$ cat src/rtl/lin_mon_pkg.sv
package lin_mon_pkg;

   typedef enum logic [3:0] {
      ST_IDLE  = 4'b0000,
      ST_SYNC  = 4'b0010,
      ST_IDENT = 4'b0011,
      ST_RESP  = 4'b0101
   } lin_st_e;

   localparam logic [7:0] SYNC_VAL   = 8'h55;
   localparam int         HDR_NOM    = 34;
   localparam int         SCALE_NUM  = 14;
   localparam int         SCALE_DEN  = 10;

   // maximum duration = nominal * 1.4, rounded up to whole bit ticks
   function automatic int max_ticks(input int nominal);
      return (nominal * SCALE_NUM + SCALE_DEN - 1) / SCALE_DEN;
   endfunction

   function automatic int rsp_nominal(input int nbytes);
      return 10 * (nbytes + 1);
   endfunction

endpackage

$ cat src/rtl/lin_pid_check.sv
module lin_pid_check #(
   parameter bit PARITY_EN = 1'b1
) (
   input  logic [7:0] pid_byte_i,
   output logic       pid_ok_o
);
   generate
      if (PARITY_EN) begin : g_parity
         logic p0_exp, p1_exp;
         assign p0_exp   = pid_byte_i[0] ^ pid_byte_i[1] ^ pid_byte_i[2] ^ pid_byte_i[4];
         assign p1_exp   = ~(pid_byte_i[1] ^ pid_byte_i[3] ^ pid_byte_i[4] ^ pid_byte_i[5]);
         assign pid_ok_o = (pid_byte_i[6] == p0_exp) && (pid_byte_i[7] == p1_exp);
      end else begin : g_no_parity
         logic unused_bits;
         assign unused_bits = ^pid_byte_i;
         assign pid_ok_o    = 1'b1;
      end
   endgenerate
endmodule

$ cat src/rtl/lin_frame_timer.sv
module lin_frame_timer
   import lin_mon_pkg::*;
#(
   parameter int CNT_W   = 8,
   parameter int LEN_W   = 4,
   parameter int MAX_LEN = 8
) (
   input  logic             clk_i,
   input  logic             rst_ni,
   input  logic             restart_i,
   input  logic             tick_i,
   input  logic             active_i,
   input  logic             in_resp_i,
   input  logic [LEN_W-1:0] len_i,
   output logic             hit_o
);
   localparam int               HDR_LIM   = max_ticks(HDR_NOM);
   localparam logic [CNT_W-1:0] HDR_LIM_W = CNT_W'(HDR_LIM);
   localparam logic [CNT_W-1:0] CNT_SAT   = {CNT_W{1'b1}};

   logic [CNT_W-1:0] frm_lim_tab [0:MAX_LEN];
   logic [CNT_W-1:0] cnt_q;
   logic [LEN_W-1:0] len_idx;
   logic [CNT_W-1:0] frm_lim;

   for (genvar g = 0; g <= MAX_LEN; g++) begin : g_lim
      assign frm_lim_tab[g] = CNT_W'(HDR_LIM + max_ticks(rsp_nominal(g)));
   end

   assign len_idx = (len_i > LEN_W'(MAX_LEN)) ? LEN_W'(MAX_LEN) : len_i;
   assign frm_lim = frm_lim_tab[len_idx];

   always_ff @(posedge clk_i or negedge rst_ni) begin
      if (!rst_ni) begin
         cnt_q <= '0;
      end else if (restart_i) begin
         cnt_q <= '0;
      end else if (active_i && tick_i && cnt_q != CNT_SAT) begin
         cnt_q <= cnt_q + 1'b1;
      end
   end

   assign hit_o = active_i && (in_resp_i ? (cnt_q > frm_lim) : (cnt_q > HDR_LIM_W));
endmodule

$ cat src/rtl/lin_slave_monitor.sv
module lin_slave_monitor
   import lin_mon_pkg::*;
#(
   parameter int LEN_W     = 4,
   parameter int MAX_LEN   = 8,
   parameter int CNT_W     = 8,
   parameter bit PARITY_EN = 1'b1
) (
   input  logic             clk_i,
   input  logic             rst_ni,
   input  logic             bit_tick_i,
   input  logic             rx_valid_i,
   input  logic [7:0]       rx_byte_i,
   input  logic             brk_det_i,
   input  logic             rx_ferr_i,
   input  logic [LEN_W-1:0] data_len_i,
   input  logic             idle_on_to_i,
   output logic [3:0]       state_o,
   output logic [5:0]       pid_o,
   output logic             sync_err_o,
   output logic             par_err_o,
   output logic             frm_err_o,
   output logic             to_err_o,
   output logic             frame_done_o
);
   localparam int WORST_TICKS = max_ticks(HDR_NOM) + max_ticks(rsp_nominal(MAX_LEN));

   generate
      if (MAX_LEN < 1 || MAX_LEN >= (1 << LEN_W)) begin : g_bad_len
         $error("MAX_LEN must be at least 1 and fit in LEN_W bits");
      end
      if (WORST_TICKS >= (1 << CNT_W) - 1) begin : g_bad_cnt
         $error("CNT_W too narrow for the longest frame limit");
      end
   endgenerate

   lin_st_e          st_q;
   logic [LEN_W-1:0] bcnt_q;
   logic             pid_ok;
   logic             to_hit;

   lin_pid_check #(.PARITY_EN(PARITY_EN)) u_pid (
      .pid_byte_i (rx_byte_i),
      .pid_ok_o   (pid_ok)
   );

   lin_frame_timer #(.CNT_W(CNT_W), .LEN_W(LEN_W), .MAX_LEN(MAX_LEN)) u_tmr (
      .clk_i     (clk_i),
      .rst_ni    (rst_ni),
      .restart_i (brk_det_i),
      .tick_i    (bit_tick_i),
      .active_i  (st_q != ST_IDLE),
      .in_resp_i (st_q == ST_RESP),
      .len_i     (data_len_i),
      .hit_o     (to_hit)
   );

   always_ff @(posedge clk_i or negedge rst_ni) begin
      if (!rst_ni) begin
         st_q         <= ST_IDLE;
         bcnt_q       <= '0;
         pid_o        <= '0;
         sync_err_o   <= 1'b0;
         par_err_o    <= 1'b0;
         frm_err_o    <= 1'b0;
         to_err_o     <= 1'b0;
         frame_done_o <= 1'b0;
      end else begin
         frame_done_o <= 1'b0;
         if (brk_det_i) begin
            // new header always wins, even over a pending response
            st_q       <= ST_SYNC;
            bcnt_q     <= '0;
            sync_err_o <= 1'b0;
            par_err_o  <= 1'b0;
            frm_err_o  <= 1'b0;
            to_err_o   <= 1'b0;
         end else begin
            if (to_hit) begin
               to_err_o <= 1'b1;
            end
            if (st_q != ST_IDLE && rx_ferr_i) begin
               frm_err_o <= 1'b1;
               st_q      <= ST_IDLE;
            end else if (to_hit && idle_on_to_i) begin
               st_q <= ST_IDLE;
            end else if (rx_valid_i) begin
               unique case (st_q)
                  ST_SYNC: begin
                     if (rx_byte_i == SYNC_VAL) begin
                        st_q <= ST_IDENT;
                     end else begin
                        sync_err_o <= 1'b1;
                        st_q       <= ST_IDLE;
                     end
                  end
                  ST_IDENT: begin
                     if (pid_ok) begin
                        pid_o  <= rx_byte_i[5:0];
                        bcnt_q <= '0;
                        st_q   <= ST_RESP;
                     end else begin
                        par_err_o <= 1'b1;
                        st_q      <= ST_IDLE;
                     end
                  end
                  ST_RESP: begin
                     if (bcnt_q == data_len_i) begin
                        st_q         <= ST_IDLE;
                        frame_done_o <= !to_err_o && !to_hit;
                     end else begin
                        bcnt_q <= bcnt_q + 1'b1;
                     end
                  end
                  default: ;
               endcase
            end
         end
      end
   end

   assign state_o = st_q;
endmodule

$ cat config.mk
export PLATFORM = sky130hd
export DESIGN_NAME = lin_slave_monitor
export DESIGN_NICKNAME = d
export VERILOG_FILES = /design/src/rtl/lin_mon_pkg.sv /design/src/rtl/lin_pid_check.sv /design/src/rtl/lin_frame_timer.sv /design/src/rtl/lin_slave_monitor.sv
export SDC_FILE = /design/constraint.sdc
export NUM_CORES = 1
export LEC_CHECK = 0
export ABC_AREA = 0
export CELL_PAD_IN_SITES_DETAIL_PLACEMENT = 1
export CELL_PAD_IN_SITES_GLOBAL_PLACEMENT = 2
export CORE_MARGIN = 4
export CORE_UTILIZATION = 32
export CTS_CLUSTER_SIZE = 30
export DETAILED_ROUTE_END_ITERATION = 7
export PLACE_DENSITY = 0.9
export SLEW_MARGIN = 5
export SYNTH_ARGS = -nofsm -noshare
export SYNTH_HDL_FRONTEND = slang
export SYNTH_HIERARCHICAL = 1
export SYNTH_SLANG_ARGS = --single-unit
$ cat constraint.sdc
create_clock -name clk_i -period 3.1 [get_ports clk_i]
set_clock_uncertainty 0.15 [all_clocks]
set_input_delay 0.62 -clock clk_i [delete_from_list [all_inputs] [get_ports clk_i]]
set_output_delay 0.62 -clock clk_i [all_outputs]
set_load 0.005 [all_outputs]
==> results.cfg, run 1 <==
[global_routing]
grt_pass1_wl_mm = 8.49
grt_max_degree = 27
first_global_vias = 1735
grt_usage = 0.147
antenna_found_initial = 0
grt_overflow = 0

[yosys]
synth.avg_cell_area_um2 = 9.84
synth_top_flop_cell = dfrtp_1
yosysSeqAreaShare = 0.357
synth.distinct_cells = 57
synth.area.top_cells = dfrtp_1 (36%), ha_1 (7.6%), mux2_2 (3.7%)
synth_nets = 215
yosysTopAreaCell = dfrtp_1
yosys_register_bits = 26
async_reset_ff_frac = 1.00
synth_enable_flop_cells = 0
synth_top_area_frac = 0.357
synthCells = 185
synthesis.area_um2 = 1820
yosysWarnings = 6

[pwr]
leakagePower_uw = 0.00108
p_seq_frac = 0.500
sw_frac_of_total = 0.270
p_sw_uw = 197
p_clk_frac = 0.269
finalPower_uw = 729
powerDensity_nw_per_um2 = 295
p_int_uw = 532
combPwrFrac = 0.231
ir_drop_mv = 0.136

[place]
dp_hpwl_mm = 3.82
gp_congestion = 0.833
port_buffers = 32
place_area_um2 = 2350

[drt]
drtIter0Drc = 47
vias_per_cell = 5.23
post_drt_wl_per_cell_um = 16.3
vias = 1594
drt_first_pass_iters = 4
antenna_left = 0
drc = 0
wirelength_mm = 4.98

[timing]
rsz0062_at_grt = yes
timing.final.crit_period_ps = 2980
period_share = 0.961
fmax_mhz = 336
finalSetupViolations = 0
final-hold-violation-count = 0
tns_ps = 0
slew_viol_final = 0

[setup_path]
path_max_fanout = 3
arrival_ps = 3020
reg2reg_slack_ps = 490
crit_required_ps = 3140
startpoint_type = primary input
crit_chain = buf_8, nor2b_4, inv_2, ha_4, nor2b_4, ha_4, a211oi_2, nor2_1, nor3_2, o32ai_2, nand2_1, nand3_2, or4_4, a221oi_2
worstSetupPathType = in2reg
slowest_stage = or4_4
slowest_delay_ps = 440
setup.worst_path.end_class = flip-flop

[clock_tree]
clk_latency_ps = 270
root_buffer = clkbuf_8
clk_pin_slew_ps = 90
cts.htree.levels = 1
cts_sinks = 26
numCtsBuffers = 3
cts_tree = done
clockBufferDepth = 2
cts-hold-fix-buffers = 0

[run_status]
outcome = finished clean

[flow_run]
maxCapViolCount = 0

[cells_and_area]
drive_above_1_share = 0.240
area_growth_pct = 35.8
final_area_um2 = 2470
nets = 265
diodes = 0

[die]
die_area_um2 = 6960
row_count = 27
design.core.area_um2 = 5510
die_h_um = 83.4
chipWidth_um = 83.4
ios = 34
initial_core_util = 0.331

[worst_hold_path]
hold_path.class = reg2reg
-- synthesized netlist by cell type, types with 2 or more instances --
| master | number |
|---|---|
| buf_4 | 2 |
| nand3b_1 | 3 |
| a211oi_1 | 3 |
| xnor2_1 | 3 |
| o21ai_0 | 6 |
| o2111ai_1 | 2 |
| or3_1 | 2 |
| a31oi_1 | 2 |
| nor4bb_1 | 2 |
| nand3_1 | 5 |
| nor3b_1 | 2 |
| ha_1 | 11 |
| nor3_1 | 4 |
| inv_1 | 10 |
| and3b_1 | 2 |
| mux2i_1 | 4 |
| nor2b_1 | 7 |
| nand4_1 | 2 |
| nand4b_1 | 2 |
| dfrtp_1 | 26 |
| a21oi_1 | 7 |
| nor2_1 | 15 |
| nand2_1 | 10 |
| nand2b_1 | 6 |
| mux2_2 | 6 |
| and4_1 | 2 |
| xor2_1 | 6 |
| or4_1 | 2 |
| o31ai_1 | 3 |
-- metal layers --
layer / track usage / wire (um)
met5: 0 / 0
met2: 0.255 / 2500
met4: 0.0497 / 79
met3: 0.0208 / 97
met1: 0.188 / 2290
-- power by group through the flow --
| stage | Sequential (uW) | Combinational, uW | Clock, uW |
|---|---|---|---|
| floorplan | 368 | 76.9 | 0 |
| global placement | 370 | 159 | 0 |
| detailed placement | 371 | 162 | 0 |
| CTS | 365 | 169 | 203 |
| global route | 368 | 187 | 214 |
| finish | 365 | 168 | 196 |
-- through the flow --
stage | worst slack, ps | utilization | cells | hold WS [ps]
floorplan | 14.7 | - | 185 | 174
global placement | -566 | 0.426 | 299 | 332
detailed placement | -812 | 0.426 | 299 | 346
CTS | -28.5 | 0.446 | 305 | 368
global route | -23.1 | 0.449 | 305 | 390
finish | 119 | 0.449 | 305 | 365
-- logic make-up (layout without fill, tap and decap cells) --
kind of cell             after synthesis  in the layout  synth area share
AO/OA/AOI/OAI                         34             34             0.136
adder cells (fa/ha/maj)               11             11            0.0756
multiplexers                          10             10            0.0591
flip-flops                            26             26             0.357
other                                  1              1           0.00206
XOR/XNOR                              12             12            0.0777
AND/OR/NAND/NOR                       76             76             0.256
buffers and inverters                 15             63            0.0357
-- cells in the final DEF, fill, tap and decap left out, types with 2 or more instances in the layout --
cell type,synthesis,layout
clkbuf_8,0,3
inv_1,10,9
nor2_1,15,15
mux2_2,6,6
nand2_1,10,9
xnor2_1,3,3
nand4_1,2,2
a31oi_1,2,2
nand3_1,5,4
nor2b_1,7,5
and4_1,2,2
nor3_1,4,3
nor2b_4,0,2
a21oi_1,7,6
nor4bb_1,2,2
ha_1,11,9
dfrtp_1,26,26
or3_1,2,2
buf_4,2,18
a211oi_1,3,2
mux2i_1,4,4
nand3b_1,3,3
o2111ai_1,2,2
o31ai_1,3,3
nand2b_1,6,5
nand4b_1,2,2
clkdlybuf4s50_1,0,28
and3b_1,2,2
ha_4,0,2
xor2_1,6,6
o21ai_0,6,5
-- worst paths after layout --
kind / to / start / depth (start not counted)
setup / recovery: bcnt_q[2]$_DFFE_PN0P_ / data_len_i[3] / 14
hold / removal: pid_o[4]$_DFFE_PN0P_ / pid_o[4]$_DFFE_PN0P_ / 1
setup reg to reg: bcnt_q[0]$_DFFE_PN0P_ / state_o[1]$_DFFE_PN0P_ / 11
hold reg to reg: pid_o[4]$_DFFE_PN0P_ / pid_o[4]$_DFFE_PN0P_ / 1
max in group asynchronous: bcnt_q[1]$_DFFE_PN0P_ / rst_ni / 2
min in group asynchronous: sync_err_o$_DFFE_PN0P_ / rst_ni / 2
-- timing repair --
action	CTS	global route
resized for setup	26	3
setup buffers	3	0
setup endpoints to repair	16	14
pin swaps	9	7
gates cloned	0	0
-- sequential cells by signal, indices dropped and copies added, names as in the netlist --
register      flops
u_tmr/cnt_q       8
pid_o             6
bcnt_q            4
state_o           3
frame_done_o      1
frm_err_o         1
par_err_o         1
sync_err_o        1
to_err_o          1
-- worst max-delay path: cells and delay by family --
family	cells	cell delay, ps
fa+ha+maj	2	460
buf+inv	2	160
compound gates	3	630
simple gates	7	1150
-- final cells by class --
type                       count  area (um2)
timing repair buffer          50         455
fill                         629        3030
clock buffer                   3        41.3
inverter                      10        37.5
multi-input combinational    144        1200
sequential                    26         651
tap                           72        90.1
Power figures use the tool's default switching activity.
==> inputs of run 2 (changes only) <==
Settings changed: GPL_TIMING_DRIVEN set to 0.
==> run 2 against run 1 <==
Sequential power is essentially flat. Design area shrank 0.46%. Critical path depth grew 2. Register-to-register slack lost 50 ps. Flip-flop and latch count is the same. Fmax shrank 3.6%. Die area is the same. Wire length shrank 4.6%.
==> results.cfg, run 2 (synthesis gave the netlist of run 1 again) <==
[clock_tree]
cts-hold-fix-buffers = 0
root_buffer = clkbuf_8
clockBufferDepth = 2
numCtsBuffers = 3
cts_sinks = 26
cts.htree.levels = 1
cts_tree = done
clk_latency_ps = 280
clk_pin_slew_ps = 100

[timing]
period_share = 0.997
rsz0062_at_grt = yes
finalSetupViolations = 0
relSlewSlack = 0.599
fmax_mhz = 324
final-hold-violation-count = 0
worstMarginPinSlew_ps = 602
fin_ws_ps = 9.47
timing.final.crit_period_ps = 3090
slew_viol_final = 0

[global_routing]
grt_usage = 0.136
grt_max_degree = 27
antenna_found_initial = 0
grt_overflow = 0
grt_pass1_wl_mm = 7.77
first_global_vias = 1606

[place]
dp_hpwl_mm = 3.54
gp_congestion = 0.761
port_buffers = 32
dp_worst_setup_slack_ps = -884
place_area_um2 = 2260

[drt]
drc = 0
wirelength_mm = 4.75
vias = 1527
drt_first_pass_iters = 4
vias_per_cell = 5.09
antenna_left = 0
post_drt_wl_per_cell_um = 15.8
drtIter0Drc = 57

[pwr]
ir_drop_mv = 0.153
sw_frac_of_total = 0.269
p_clk_frac = 0.301
leakagePower_uw = 0.00105
combPwrFrac = 0.224
p_int_uw = 557
powerDensity_nw_per_um2 = 310
p_sw_uw = 205
p_seq_frac = 0.475

[die]
design.core.area_um2 = 5510
ios = 34
initial_core_util = 0.331
row_count = 27
die_h_um = 83.4
chipWidth_um = 83.4
die_area_um2 = 6960

[setup_path]
crit_chain = buf_12, nor2b_4, inv_2, ha_4, o21ai_2, nand2b_1, ha_4, nand4_1, buf_4, a21oi_2, nor3_2, o32ai_2, nand2_1, nand3_2, or4_4, a221oi_2
startpoint_type = primary input
path_max_fanout = 8
reg2reg_from = u_tmr/cnt_q[3]$_DFFE_PN0P_
reg2reg_to = bcnt_q[2]$_DFFE_PN0P_
slowest_delay_ps = 550
crit_buf_inv = 3
crit_required_ps = 3150
reg2reg_slack_ps = 440
reg2regPathDepth = 9
crit_path_frequent_cell = ha_4
setup.worst_path.end_class = flip-flop
arrival_ps = 3140
worstSetupPathType = in2reg
slowest_stage = or4_4
crit_family = simple AND/OR/NAND/NOR gates

[flow_run]
maxCapViolCount = 0

[cells_and_area]
final_common_cell = clkdlybuf4s50_1
num-fill-cells = 625
diodes = 0
top_register = u_tmr/cnt_q
mostFrequentLayoutCells = clkdlybuf4s50_1 (27), dfrtp_1 (26), nor2_1 (15)
nets = 259
drive_above_1_share = 0.241
reg.largest.list = u_tmr/cnt_q x8, pid_o x6, bcnt_q x4
largest_register_ffs = 8
final_area_um2 = 2460
seqCellArea_um2 = 651
area_growth_pct = 35.2
multiInputGateArea_um2 = 1230

[worst_hold_path]
hold_path.class = in2async

[run_status]
outcome = finished clean
==> run 2: per-layer routing <==
metal / track usage / part of all wire / vias to the layer above / wire length, um
met5: 0 / 0 / - / 0
met4: 0.0395 / 0.013 / 0 / 61
met3: 0.0198 / 0.024 / 5 / 116
met2: 0.227 / 0.49 / 18 / 2340
met1: 0.181 / 0.47 / 742 / 2230
li1: - / - / 762 / -
==> run 2: how the worst max path moves through the flow <==
stage,from,to,cells past startpoint
2_1_floorplan,data_len_i[1],bcnt_q[2]$_DFFE_PN0P_,13
3_3_place_gp,data_len_i[3],pid_o[2]$_DFFE_PN0P_,14
3_5_place_dp,data_len_i[3],pid_o[3]$_DFFE_PN0P_,15
4_1_cts,data_len_i[0],bcnt_q[2]$_DFFE_PN0P_,14
5_1_grt,data_len_i[3],bcnt_q[2]$_DFFE_PN0P_,16
6_report,data_len_i[3],bcnt_q[2]$_DFFE_PN0P_,16
==> run 2: worst register-to-register path: cells and delay by family (launching register included) <==
family	cells	cell delay, ps
and+or+nand+nor	4	940
adders and majority gates	1	360
AOI/OAI and AO/OA	4	670
DFF	1	450
==> run 2: cell type report <==
cell class	count	area share
timing repair buffer	39	0.151
inverter	10	0.0153
buffer	5	0.0112
sequential	26	0.264
clock buffer	4	0.0224
tap	72	0.0366
multi-input combinational	144	0.499
==> run 2: metrics by stage <==
step	instances	TNS [ps]	util	power, uW	hold WS [ps]
global placement	289	-11570	0.411	522	330
floorplan	185	0	-	445	174
CTS	297	0	0.426	762	368
global route	300	-106	0.447	804	242
finish	300	0	0.447	763	187
detailed placement	289	-11180	0.411	525	345
==> run 2: repair_timing <==
item,CTS,global route
endpoints found under the setup margin,16,12
buffers inserted,4,3
resized for setup,16,23
pin swaps,8,13
==> run 2: power groups by stage <==
stage          combinational [uW]  sequential, uW  clock [uW]
3_5_place_dp                  156             369           0
4_1_cts                       157             363         241
2_1_floorplan                76.9             368           0
6_report                      170             362         230
3_3_place_gp                  153             369           0
5_1_grt                       190             365         249
==> inputs of run 3 (changes only) <==
Settings changed: ABC_AREA 0 to 1, CORE_UTILIZATION 32 to 29.
==> run 3 against run 2 <==
Area after synthesis grew 10%. Power shrank 4.2%. Die area grew 19%. Flip-flop and latch count is the same. Clock power shrank 14%. Non-clock buffer count decreased by 5. Clock-buffer cell count down 1. Critical path depth rose by 2. Global-route usage is 0.12 points lower. Synthesized cell count grew 59%. Via count increased by 25%. Combinational power is 5% higher. Highest routed layer unchanged.
==> results.cfg, run 3 <==
[die]
die_area_um2 = 8310
chipWidth_um = 91.2
design.core.area_um2 = 6760
ios = 34
row_count = 30
die_h_um = 91.2
initial_core_util = 0.297

[clock_tree]
cts_tree = done
cts-hold-fix-buffers = 0
numCtsBuffers = 3
root_buffer = clkbuf_8
clockBufferDepth = 2
clk_latency_ps = 270
clk_pin_slew_ps = 90
cts_sinks = 26
cts.htree.levels = 1

[timing]
worstMarginPinSlew_ps = 625
timing.final.crit_period_ps = 2880
tns_ps = 0
fmax_mhz = 347
fin_ws_ps = 217
final-hold-violation-count = 0
rsz0062_at_grt = no
relSlewSlack = 0.584
period_share = 0.930
hold_slack_ps = 203
finalSetupViolations = 0
slew_viol_final = 0

[yosys]
synthAdderAreaFrac = 0.0686
synth.distinct_cells = 28
synth.area.mux_share = 0
yosysMostFrequentCell = nand2_1
synth_top_area_frac = 0.324
yosysWarnings = 6
synth_common_cells = nand2_1 (98), inv_1 (43), dfrtp_1 (26)
synth_top_flop_cell = dfrtp_1
synth.area.top_cells = dfrtp_1 (32%), nand2_1 (18%), inv_1 (8.0%)
yosys.area_share.simple = 0.414
yosysTopAreaCell = dfrtp_1
async_reset_ff_frac = 1.00
synth_enable_flop_cells = 0
yosys_register_bits = 26
synth.avg_cell_area_um2 = 6.80
synthesis.area_um2 = 2010
yosysSeqAreaShare = 0.324
synth_top_family_by_area = simple AND/OR/NAND/NOR gates
synth_nets = 325
synth_xor_area_frac = 0.0175
synthCells = 295
synth_compound_area_frac = 0.0699

[drt]
vias = 1910
vias_per_cell = 4.60
drc = 0
antenna_left = 0
drt_first_pass_iters = 4
drtIter0Drc = 37
wirelength_mm = 5.15
post_drt_wl_per_cell_um = 12.4

[cells_and_area]
top_register = u_tmr/cnt_q
largest_register_ffs = 8
area_growth_pct = 24.8
reg.largest.list = u_tmr/cnt_q x8, pid_o x6, bcnt_q x4
final_common_cell = nand2_1
diodes = 0
seqCellArea_um2 = 651
nets = 367
multiInputGateArea_um2 = 1160
drive_above_1_share = 0.155
final_core_util = 0.370
mostFrequentLayoutCells = nand2_1 (95), inv_1 (43), clkdlybuf4s50_1 (28)
final_area_um2 = 2500
num-fill-cells = 886

[setup_path]
crit_required_ps = 3120
path_max_fanout = 9
startpoint_type = primary input
arrival_ps = 2900
worstSetupPathType = in2reg
setup.worst_path.end_class = flip-flop

[global_routing]
antenna_found_initial = 0
grt_max_degree = 27
grt_pass1_wl_mm = 9.19
grt_overflow = 0
grt_usage = 0.134
first_global_vias = 1951

[pwr]
ir_drop_mv = 0.163
powerDensity_nw_per_um2 = 292
leakagePower_uw = 0.00133

[place]
port_buffers = 32
gp_congestion = 0.827
dp_hpwl_mm = 4.08
dp_worst_setup_slack_ps = -658
place_area_um2 = 2430

[run_status]
outcome = finished clean

[worst_hold_path]
hold_path.class = in2async

[flow_run]
maxCapViolCount = 0
[run 3: changes by cell type after synthesis, moves of 7 or more]
| cell | change |
|---|---|
| nand2_1 | +88 |
| inv_2 | +7 |
| nor2b_1 | -7 |
| inv_1 | +33 |
| o21ai_1 | +7 |
| nand3_1 | +16 |
| nand2_2 | +10 |
[run 3: metal layers]
metal  track usage  routed length, um  vias to the layer above
li1              -                  -                     1004
met1         0.187               2630                      880
met2         0.221               2350                       24
met3        0.0191                136                        2
met4        0.0302                 27                        0
met5             0                  0                        -
[run 3: cells by family (layout without fill, tap and decap cells)]
logic type      after synthesis  after routing
compound gates               26             26
xor+xnor                      4              4
fa+ha+maj                    11             11
buf+inv                      53             93
flops                        26             26
other cells                   1              1
simple gates                174            174
[run 3: area by class of cell]
class,count,area share
well taps,80,0.0400
plain buffers,2,0.00600
multi-input cells,216,0.464
clock buffers,3,0.0165
flip-flops and latches,26,0.260
inverters,51,0.0770
repair buffers,37,0.137
[run 3: path summary, 6_finish.rpt]
path / startpoint / end / slack, ps / cells after the start
min reg2reg: pid_o[3]$_DFFE_PN0P_ / pid_o[3]$_DFFE_PN0P_ / 330 / 2
max: data_len_i[1] / pid_o[2]$_DFFE_PN0P_ / 220 / 18
max reg2reg: u_tmr/cnt_q[3]$_DFFE_PN0P_ / pid_o[2]$_DFFE_PN0P_ / 880 / 13
max in group asynchronous: rst_ni / u_tmr/cnt_q[6]$_DFFE_PN0P_ / 2190 / 1
min: rst_ni / u_tmr/cnt_q[1]$_DFFE_PN0P_ / 200 / 1
min in group clk_i: pid_o[3]$_DFFE_PN0P_ / pid_o[3]$_DFFE_PN0P_ / 330 / 2
[run 3: critical path, stage by stage]
cell           delay [ps]
dlygate4sd2_1         290
nand2_2               100
ha_1                  220
a21oi_1               150
o21ai_1               110
ha_1                  280
nand2_1                90
inv_1                  40
a21oi_1               130
nand2_1                70
nand2_1                80
a21oi_2                70
nand2_2               120
nand3_4               130
nor2_8                140
nand2_4               100
nand2_1                90
o21ai_2                50
[run 3: power breakdown]
| group | internal (uW) | switching, uW | total (uW) |
|---|---|---|---|
| clock | 87.3 | 110 | 198 |
| combinational | 74.0 | 104 | 178 |
| sequential | 347 | 8.22 | 355 |
| total | 508 | 222 | 730 |
[run 3: per-stage QoR]
stage          total power [uW]  cells
2_1_floorplan               462    295
6_report                    730    415
3_5_place_dp                536    407
3_3_place_gp                533    407
5_1_grt                     777    415
4_1_cts                     745    413
[run 3: what timing repair did]
item | CTS | global route
pin swaps | 3 | 2
resized for setup | 7 | 6
endpoints found under the setup margin | 16 | 16
setup buffers | 3 | 2
